[config.mk]
export PLATFORM = sky130hd
export DESIGN_NAME = mesi_snoop_ctrl
export DESIGN_NICKNAME = d
export VERILOG_FILES = /design/src/rtl/mesi_snoop_ctrl.sv
export SDC_FILE = /design/constraint.sdc
export NUM_CORES = 1
export LEC_CHECK = 0
export BUFFER_PORTS_ARGS = -buffer_cell sky130_fd_sc_hd__buf_2
export CAP_MARGIN = 10
export CORE_ASPECT_RATIO = 0.5
export CORE_MARGIN = 2
export CORE_UTILIZATION = 55
export DETAILED_ROUTE_END_ITERATION = 7
export PLACE_DENSITY = 0.73
export SLEW_MARGIN = 20
export SYNTH_ARGS = -nofsm -noshare
export SYNTH_HDL_FRONTEND = slang
export SYNTH_SLANG_ARGS = --single-unit
[constraint.sdc]
create_clock -name clk -period 3.8 [get_ports clk]
set_input_delay 0.19 -clock clk [delete_from_list [all_inputs] [get_ports clk]]
set_output_delay 0.19 -clock clk [all_outputs]
set_load 0.02 [all_outputs]
[src/rtl/mesi_snoop_ctrl.sv]
module mesi_snoop_ctrl #(
  parameter int AW = 16,
  parameter int NLINES = 8,
  parameter int LINE_WORDS = 4
) (
  input  logic          clk,
  input  logic          rst_n,
  input  logic          lcl_valid,
  input  logic          lcl_write,
  input  logic [1:0]    lcl_attr,
  input  logic [AW-1:0] lcl_addr,
  output logic          lcl_ready,
  output logic          lcl_done,
  output logic          bus_cmd_valid,
  output logic [2:0]    bus_cmd,
  output logic [AW-1:0] bus_addr,
  input  logic          bus_beat,
  input  logic          bus_shared_in,
  input  logic          snp_valid,
  input  logic [1:0]    snp_kind,
  input  logic [AW-1:0] snp_addr,
  output logic          snp_resp_valid,
  output logic          snp_shared,
  output logic          snp_dirty,
  output logic          snp_inval
);
  localparam int IW = $clog2(NLINES);
  localparam int TW = AW - IW;
  localparam int BW = $clog2(LINE_WORDS);
  localparam logic [1:0] ST_I = 2'd0, ST_S = 2'd1, ST_E = 2'd2, ST_M = 2'd3;
  localparam logic [2:0] C_NONE = 3'd0, C_RD = 3'd1, C_RWITM = 3'd2, C_WB = 3'd3, C_WR = 3'd4;
  localparam logic [1:0] K_RD = 2'd0, K_RWITM = 2'd1, K_IORD = 2'd2, K_IOWR = 2'd3;
  localparam logic [1:0] A_WT = 2'd1, A_PRIV = 2'd2;

  typedef enum logic [1:0] {IDLE, LBUS, SWB} fsm_t;
  fsm_t st;

  logic [1:0]    ls [NLINES];
  logic [TW-1:0] tg [NLINES];
  logic          pv [NLINES];

  logic [AW-1:0] p_addr;
  logic          p_write;
  logic [1:0]    p_attr;
  logic [1:0]    s_kind;
  logic [IW-1:0] s_idx;
  logic [BW-1:0] cnt;

  wire [IW-1:0] li = lcl_addr[IW-1:0];
  wire [TW-1:0] lt = lcl_addr[AW-1:IW];
  wire          lhit = (ls[li] != ST_I) && (tg[li] == lt);
  wire [IW-1:0] si = snp_addr[IW-1:0];
  wire          shit = (ls[si] != ST_I) && (tg[si] == snp_addr[AW-1:IW]) && !pv[si];
  wire          s_wb = shit && (ls[si] == ST_M) && (snp_kind != K_IOWR);
  wire [IW-1:0] pi = p_addr[IW-1:0];
  wire          last = (bus_cmd == C_WR) || (cnt == BW'(LINE_WORDS - 1));

  assign lcl_ready     = (st == IDLE) && !snp_valid;
  assign bus_cmd_valid = (st != IDLE);

  always_ff @(posedge clk or negedge rst_n) begin
    if (!rst_n) begin
      for (int i = 0; i < NLINES; i++) begin
        ls[i] <= ST_I;
        tg[i] <= '0;
        pv[i] <= 1'b0;
      end
      st <= IDLE;
      bus_cmd <= C_NONE;
      bus_addr <= '0;
      p_addr <= '0;
      p_write <= 1'b0;
      p_attr <= '0;
      s_kind <= '0;
      s_idx <= '0;
      cnt <= '0;
      lcl_done <= 1'b0;
      snp_resp_valid <= 1'b0;
      snp_shared <= 1'b0;
      snp_dirty <= 1'b0;
      snp_inval <= 1'b0;
    end else begin
      lcl_done <= 1'b0;
      snp_resp_valid <= 1'b0;
      snp_shared <= 1'b0;
      snp_dirty <= 1'b0;
      snp_inval <= 1'b0;
      case (st)
        IDLE: begin
          if (snp_valid) begin
            snp_resp_valid <= 1'b1;
            if (shit) begin
              snp_shared <= (snp_kind == K_RD) || (snp_kind == K_IORD);
              snp_dirty  <= s_wb;
              snp_inval  <= (snp_kind == K_RWITM) || (snp_kind == K_IOWR);
              if (s_wb) begin
                st <= SWB;
                bus_cmd <= C_WB;
                bus_addr <= snp_addr;
                cnt <= '0;
                s_kind <= snp_kind;
                s_idx <= si;
              end else if (snp_kind == K_RD) begin
                ls[si] <= ST_S;
              end else if (snp_kind != K_IORD) begin
                ls[si] <= ST_I;
              end
            end
          end else if (lcl_valid) begin
            p_addr <= lcl_addr;
            p_write <= lcl_write;
            p_attr <= lcl_attr;
            cnt <= '0;
            if (lhit && !lcl_write) begin
              lcl_done <= 1'b1;
            end else if (lcl_write && lcl_attr == A_WT) begin
              st <= LBUS;
              bus_cmd <= C_WR;
              bus_addr <= lcl_addr;
            end else if (lhit && ls[li] != ST_S) begin
              ls[li] <= ST_M;
              lcl_done <= 1'b1;
            end else if (lhit) begin
              st <= LBUS;
              bus_cmd <= C_RWITM;
              bus_addr <= lcl_addr;
            end else if (ls[li] == ST_M) begin
              st <= LBUS;
              bus_cmd <= C_WB;
              bus_addr <= {tg[li], li};
            end else begin
              st <= LBUS;
              bus_cmd <= lcl_write ? C_RWITM : C_RD;
              bus_addr <= lcl_addr;
            end
          end
        end
        LBUS: begin
          if (bus_beat) begin
            cnt <= cnt + 1'b1;
            if (last) begin
              cnt <= '0;
              case (bus_cmd)
                C_WB: begin
                  ls[pi] <= ST_I;
                  bus_cmd <= p_write ? C_RWITM : C_RD;
                  bus_addr <= p_addr;
                end
                C_RD, C_RWITM: begin
                  ls[pi] <= (bus_cmd == C_RWITM) ? ST_M : (bus_shared_in ? ST_S : ST_E);
                  tg[pi] <= p_addr[AW-1:IW];
                  pv[pi] <= (p_attr == A_PRIV);
                  st <= IDLE;
                  bus_cmd <= C_NONE;
                  lcl_done <= 1'b1;
                end
                default: begin
                  st <= IDLE;
                  bus_cmd <= C_NONE;
                  lcl_done <= 1'b1;
                end
              endcase
            end
          end
        end
        default: begin
          if (bus_beat) begin
            cnt <= cnt + 1'b1;
            if (last) begin
              cnt <= '0;
              ls[s_idx] <= (s_kind == K_RD) ? ST_S : (s_kind == K_RWITM) ? ST_I : ST_E;
              st <= IDLE;
              bus_cmd <= C_NONE;
            end
          end
        end
      endcase
    end
  end
endmodule

==> insert_results.sql, run 1 <==
INSERT INTO impl_metrics (metric_group, metric, value, unit) VALUES
('run_status', 'status', 'completed', ''),
('layout', 'regArea', '4504', 'µm²'),
('global_route', 'groute.usage.overall', '34.86', '%'),
('power_and_ir_drop', 'switching_share', '38.87', '%'),
('timing', 'max_freq', '0.2842', 'GHz'),
('worst_setup_path', 'timing.rr.start', 'pv[3]', ''),
('timing', 'timing_max_transition_violations_final', '0', ''),
('power_and_ir_drop', 'internal_power', '4.562', 'mW'),
('power_and_ir_drop', 'power.ir.vdd_worst', '352.3', 'µV'),
('cts', 'max-clock-path-buffers', '2', ''),
('routing', 'drt-wirelength-per-cell', '25.87', 'µm'),
('layout', 'antennaDiodeCount', '0', ''),
('timing', 'setup_viol', '0', ''),
('timing', 'slew_headroom', '33.71', '%'),
('synth', 'synth.net_count', '1061', ''),
('synth', 'netlist-cell-type-count', '73', ''),
('routing', 'drt_wl_total', '35700', 'µm'),
('synth', 'synth.most_common_cell', 'dfrtp_1', ''),
('worst_setup_path', 'worstPathRequired', '4.14', 'ns'),
('cts', 'cts_post_setup_buffers_inserted', '0', ''),
('synth', 'synthesis.yosys.warnings', '0', ''),
('routing', 'route.detailed.drc', '0', ''),
('global_route', 'grt_max_degree', '108', ''),
('cts', 'cts.sinks', '180', ''),
('worst_setup_path', 'critical_path.most_common_cell', 'a221o_1', ''),
('placement', 'gpl.final_weighted_congestion', '0.9817', ''),
('floorplanning', 'floorplan.die_area', '21140', 'µm²'),
('worst_setup_path', 'endpoint_kind', 'register', ''),
('layout', 'fillerInstances', '1558', ''),
('cts', 'tritoncts', 'yes', ''),
('power_and_ir_drop', 'p_clk_share', '24.8', '%'),
('cts', 'clock_tree.root_cell', 'clkbuf_16', ''),
('placement', 'dpl-instance-area', '11920', 'µm²'),
('floorplanning', 'num_rows', '36', ''),
('power_and_ir_drop', 'total_leakage_power', '5.790', 'nW'),
('routing', 'route.vias.total', '9357', ''),
('min_path', 'timing.hold.worst.start', 'lcl_addr[10]', ''),
('synth', 'synth_top_cells_by_count', '180 x dfrtp_1, 179 x mux2_2, 69 x nor2_1', ''),
('synth', 'synth_enable_flop_cells', '0', ''),
('synth', 'synth_async_sr_flop_share', '100.0', '%'),
('global_route', 'grt_pass1_wl', '55320', 'µm'),
('power_and_ir_drop', 'cellPowerDensity', '593.9', 'nW/µm²'),
('synth', 'netlist.area_leader.share', '41.09', '%'),
('flow_run', 'drv_cap', '0', ''),
('synth', 'dominantRegCellSynth', 'dfrtp_1', ''),
('synth', 'synth_sequential_area_ratio', '41.09', '%'),
('power_and_ir_drop', 'net-switching-power', '2.901', 'mW'),
('cts', 'cts.repair.resized', '0', ''),
('layout', 'final_area', '12570', 'µm²'),
('routing', 'drt-vias-per-instance', '6.780', ''),
('power_and_ir_drop', 'power', '7.463', 'mW'),
('timing', 'layout_worst_path_cycle_share', '92.61', '%'),
('timing', 'worstMarginPinSlew', '0.9944', 'ns'),
('worst_setup_path', 'critPathArrivalTime', '3.86', 'ns'),
('worst_setup_path', 'critical_path.cell_chain', 'mux2_1 > a221o_1 > a221o_1 > nor3_1 > nand4_1 > or4_4 > o2bb2ai_2 > o221a_1 > buf_4 > mux2_2', ''),
('floorplanning', 'initial_utilization', '56.20', '%'),
('worst_setup_path', 'critPathMaxStageDelay', '0.62', 'ns'),
('floorplanning', 'pin_count', '69', ''),
('layout', 'area_growth_syn_to_layout', '14.63', '%'),
('timing', 'final.setup_skew', '0.009727', 'ns'),
('cts', 'numCtsBuffers', '17', ''),
('global_route', 'gr-total-overflow', '0', ''),
('routing', 'route.antenna.remaining_nets', '0', ''),
('floorplanning', 'floorplan.die.height', '103.8', 'µm'),
('global_route', 'antenna_found_initial', '0', ''),
('cts', 'clk_latency', '0.46', 'ns'),
('timing', 'final-hold-violation-count', '0', ''),
('power_and_ir_drop', 'combinational_fraction_of_design_power', '36.4', '%'),
('power_and_ir_drop', 'share_seq_of_total_power', '38.8', '%'),
('timing', 'timing.setup.tns', '0', 'ns'),
('cts', 'clock_transition_at_path_regs', '0.07', 'ns');
[layout by cell type (no fill, tap or decap), types with 12 or more instances in the layout]
master	n
dfrtp_1	180
mux2_2	179
nor2_1	69
buf_2	67
buf_4	62
mux2i_1	58
nand2_1	54
a21oi_1	42
o21ai_0	39
o22ai_1	29
inv_1	18
mux4_2	17
clkbuf_16	17
nor3_1	16
nor2b_1	15
o2bb2ai_1	14
a221o_1	13
nand3_1	12
and3_1	12
[power groups by stage]
stage | Combinational [mW] | Clock [mW] | Sequential, mW
4_1_cts | 2.66 | 1.86 | 2.87
2_1_floorplan | 1.89 | 0 | 2.70
3_3_place_gp | 2.58 | 0 | 2.87
5_1_grt | 2.90 | 1.95 | 2.96
3_5_place_dp | 2.64 | 0 | 2.90
6_report | 2.72 | 1.85 | 2.90
[per-layer routing]
layer | track usage, % | part of all wire, %
met1 | 49.54 | 43
met2 | 51.14 | 43
met3 | 9.660 | 11
met4 | 12.20 | 2.8
met5 | 0 | 0
[logic make-up after synthesis]
| family | after synthesis | share of synthesized area [%] |
|---|---|---|
| buffers and inverters | 95 | 3.892 |
| muxes | 263 | 28.38 |
| DFF | 180 | 41.09 |
| xor gates and xnor gates | 13 | 1.039 |
| and+or+nand+nor | 248 | 11.84 |
| AOI/OAI and AO/OA | 217 | 13.65 |
| adders and majority gates | 1 | 0.1141 |
[state kept, by name, summed over array words and instances (netlist names), 2 cells and up]
register,flops
bus_addr,16
bus_cmd,3
cnt,2
ls,16
p_addr,16
p_attr,2
pv,8
s_idx,3
s_kind,2
st,2
tg,104
[stage by stage]
stage / setup WS, ns / instances
6_report: 0.2809 / 1380
3_5_place_dp: 0.1031 / 1345
2_1_floorplan: 0.6312 / 1017
5_1_grt: 0.1714 / 1380
3_3_place_gp: 0.1226 / 1345
4_1_cts: 0.2643 / 1379
[area by class of cell]
class                      instances  share of cell area (%)
clock buffer                      19                   3.525
clock inverter                    11                   1.195
inverter                          19                  0.5676
multi-input combinational        742                   48.07
sequential                       180                   35.85
tap                              266                   2.649
timing repair buffer             143                   8.145
[what timing repair did]
item | in CTS | in global routing
hold endpoints to repair | 109 | 0
setup endpoints to repair | 0 | 0
hold buffers | 4 | 0
[worst paths after layout]
check | to | slack, ns | depth (start not counted)
max | bus_addr[10] | 0.28 | 10
min | p_addr[10] | 0.02 | 2
max reg2reg | bus_addr[10] | 0.28 | 10
min reg2reg | cnt[1] | 0.49 | 1
max in group asynchronous | ls[14] | 2.44 | 3
min in group asynchronous | tg[40] | 0.41 | 2
No activity file was read; power rests on OpenSTA's default activity.
==> run 2: changes to the inputs <==
--- a/config.mk
+++ b/config.mk
@@ -5,13 +5,16 @@
 export SDC_FILE = /design/constraint.sdc
 export NUM_CORES = 1
 export LEC_CHECK = 0
+export ABC_CLOCK_PERIOD_IN_PS = 3800
 export BUFFER_PORTS_ARGS = -buffer_cell sky130_fd_sc_hd__buf_2
 export CAP_MARGIN = 10
 export CORE_ASPECT_RATIO = 0.5
 export CORE_MARGIN = 2
 export CORE_UTILIZATION = 55
 export DETAILED_ROUTE_END_ITERATION = 7
+export MAX_ROUTING_LAYER = met4
 export PLACE_DENSITY = 0.73
+export SETUP_SLACK_MARGIN = 0.2
 export SLEW_MARGIN = 20
 export SYNTH_ARGS = -nofsm -noshare
 export SYNTH_HDL_FRONTEND = slang
==> run 2 against run 1 <==
Clock-buffer cell count fell by 2; via count fell by 2.7%; clock power rose by 4%; non-clock buffer count fell by 10; combinational power barely moved; total power rose by 0.76%; sequential cell count did not move; global-route usage rose by 1.4 points; sequential share of layout area rose by 0.29 points; sequential power barely moved; critical path type unchanged.
==> insert_results.sql, run 2 (synthesized netlist as in run 1, its figures left out) <==
INSERT INTO impl_metrics (metric_group, metric, value, unit) VALUES
('power_and_ir_drop', 'share_seq_of_total_power', '38.6', '%'),
('floorplanning', 'initial_utilization', '56.20', '%'),
('cts', 'htree_levels', '4', ''),
('routing', 'route.vias.total', '9102', ''),
('routing', 'drt-initial-drc-count', '964', ''),
('timing', 'slew_headroom', '38.81', '%'),
('worst_setup_path', 'crit_fanout', '16', ''),
('power_and_ir_drop', 'switching_share', '38.75', '%'),
('global_route', 'gr-total-overflow', '0', ''),
('power_and_ir_drop', 'power', '7.520', 'mW'),
('floorplanning', 'num_rows', '36', ''),
('layout', 'fillerInstances', '1575', ''),
('cts', 'clock_transition_at_path_regs', '0.07', 'ns'),
('global_route', 'grt_pass1_wl', '55430', 'µm'),
('routing', 'route.detailed.drc', '0', ''),
('timing', 'timing_max_transition_violations_final', '0', ''),
('floorplanning', 'floorplan.die_area', '21140', 'µm²'),
('floorplanning', 'chipWidth', '203.7', 'µm'),
('placement', 'place_inst', '1337', ''),
('routing', 'drt-vias-per-instance', '6.639', ''),
('timing', 'final-hold-violation-count', '0', ''),
('floorplanning', 'pin_count', '69', ''),
('min_path', 'hold_path.class', 'in -> reg', ''),
('layout', 'largest_reg_flops', '104', ''),
('worst_setup_path', 'worstPathRequired', '4.14', 'ns'),
('layout', 'layout.nets', '1137', ''),
('cts', 'cts.sinks', '180', ''),
('power_and_ir_drop', 'power.ir.vdd_worst', '349.8', 'µV'),
('layout', 'mostFrequentLayoutCell', 'dfrtp_1', ''),
('layout', 'max_flop_register', 'tg', ''),
('cts', 'cts.repair.resized', '0', ''),
('timing', 'layout_worst_path_cycle_share', '91.77', '%'),
('worst_setup_path', 'setup.worst_path.start_class', 'register', ''),
('cts', 'max-clock-path-buffers', '2', ''),
('run_status', 'status', 'completed', ''),
('power_and_ir_drop', 'total_leakage_power', '5.744', 'nW'),
('cts', 'clock_tree.root_cell', 'clkbuf_16', ''),
('layout', 'layout.cells.most_common_list', '180 x dfrtp_1, 179 x mux2_2, 69 x nor2_1', ''),
('power_and_ir_drop', 'cellPowerDensity', '603.3', 'nW/µm²'),
('global_route', 'antenna_found_initial', '0', ''),
('power_and_ir_drop', 'p_clk_share', '25.6', '%'),
('floorplanning', 'coreArea', '19500', 'µm²'),
('placement', 'hpwl', '25310', 'µm'),
('global_route', 'grt_pass1_vias', '9087', ''),
('routing', 'drt-wirelength-per-cell', '26.11', 'µm'),
('timing', 'final.setup_skew', '0.01408', 'ns'),
('timing', 'whs', '0.01403', 'ns'),
('floorplanning', 'floorplan.die.height', '103.8', 'µm'),
('worst_setup_path', 'endpoint_kind', 'register', ''),
('cts', 'clk_latency', '0.46', 'ns'),
('layout', 'final_util', '63.91', '%'),
('timing', 'period_minus_slack', '3.487', 'ns'),
('cts', 'tritoncts', 'yes', ''),
('global_route', 'grt_max_degree', '88', ''),
('worst_setup_path', 'category_of_the_critical_setup_timing_path', 'reg -> reg', ''),
('placement', 'gpl.final_weighted_congestion', '0.9772', ''),
('worst_setup_path', 'critPathArrivalTime', '3.83', 'ns'),
('flow_run', 'drv_cap', '0', ''),
('cts', 'numCtsBuffers', '17', ''),
('timing', 'grt_setup_unrepaired', 'no', ''),
('routing', 'first_pass_drt_iterations', '6', ''),
('power_and_ir_drop', 'internal_power', '4.606', 'mW'),
('layout', 'antennaDiodeCount', '0', ''),
('power_and_ir_drop', 'combinational_fraction_of_design_power', '35.8', '%'),
('layout', 'area_growth_syn_to_layout', '13.71', '%'),
('timing', 'timing.setup.tns', '0', 'ns'),
('routing', 'drt_wl_total', '35800', 'µm'),
('timing', 'setup_viol', '0', ''),
('layout', 'layoutNonFillerInstCount', '1371', ''),
('layout', 'drive_above_1_share', '34.39', '%'),
('timing', 'max_freq', '0.2867', 'GHz'),
('global_route', 'groute.usage.overall', '36.30', '%'),
('placement', 'port_buffers', '68', ''),
('routing', 'route.antenna.remaining_nets', '0', ''),
('timing', 'worstMarginPinSlew', '0.9094', 'ns'),
('power_and_ir_drop', 'net-switching-power', '2.914', 'mW');
## run 2: worst paths after layout
path,start,endpoint,slack (ns),cells past startpoint
max,pv[3],bus_addr[14],0.31,10
min,lcl_addr[14],p_addr[14],0.01,2
max reg2reg,pv[3],bus_addr[14],0.31,10
min reg2reg,cnt[1],cnt[1],0.50,1
max in group asynchronous,rst_n,tg[95],2.46,3
min in group asynchronous,rst_n,p_addr[4],0.37,2
## run 2: through the flow
stage,worst slack (ns),area (µm²)
global placement,0.1907,11810
finish,0.3126,12460
global route,0.2031,12460
detailed placement,0.1118,11810
floorplan,0.6312,10960
CTS,0.3286,12460
## run 2: repair_timing
action,CTS,global route
buffers inserted,0,0
hold endpoints to repair,87,0
hold buffers,3,0
## run 2: layer usage
layer  share of wire, %  GRT usage, %  wire length, µm
met1                 45         51.94            16160
met2                 42         49.51            15160
met3                9.7         8.905             3476
met4                2.8         13.71             1000
met5                  0             -                0
## run 2: final cells by class
cell class              count  area, µm²  share of cell area, %
well taps                 266      332.8                  2.670
inverters                  19      71.32                 0.5722
clock buffers              17      425.4                  3.413
multi-input cells         742       6041                  48.46
flip-flops and latches    180       4504                  36.14
repair buffers            133      892.1                  7.157
clock inverters            14      197.7                  1.586
## run 2: critical path, cell delays in order, from the launching register on
cell	delay [ns]
dfrtp_1	0.39
mux2_1	0.31
a221o_1	0.29
a221o_1	0.38
nor3_1	0.20
nand4_1	0.15
or4_4	0.62
o2bb2ai_2	0.20
o221a_1	0.28
buf_12	0.18
mux2_2	0.35
## run 2: power by group through the flow
| stage | registers [mW] | logic, mW | clock network (mW) |
|---|---|---|---|
| after CTS | 2.87 | 2.64 | 1.95 |
| after floorplan | 2.70 | 1.89 | 0 |
| after global placement | 2.88 | 2.57 | 0 |
| after detailed placement | 2.90 | 2.62 | 0 |
| final | 2.90 | 2.69 | 1.93 |
| after global routing | 2.96 | 2.89 | 2.03 |
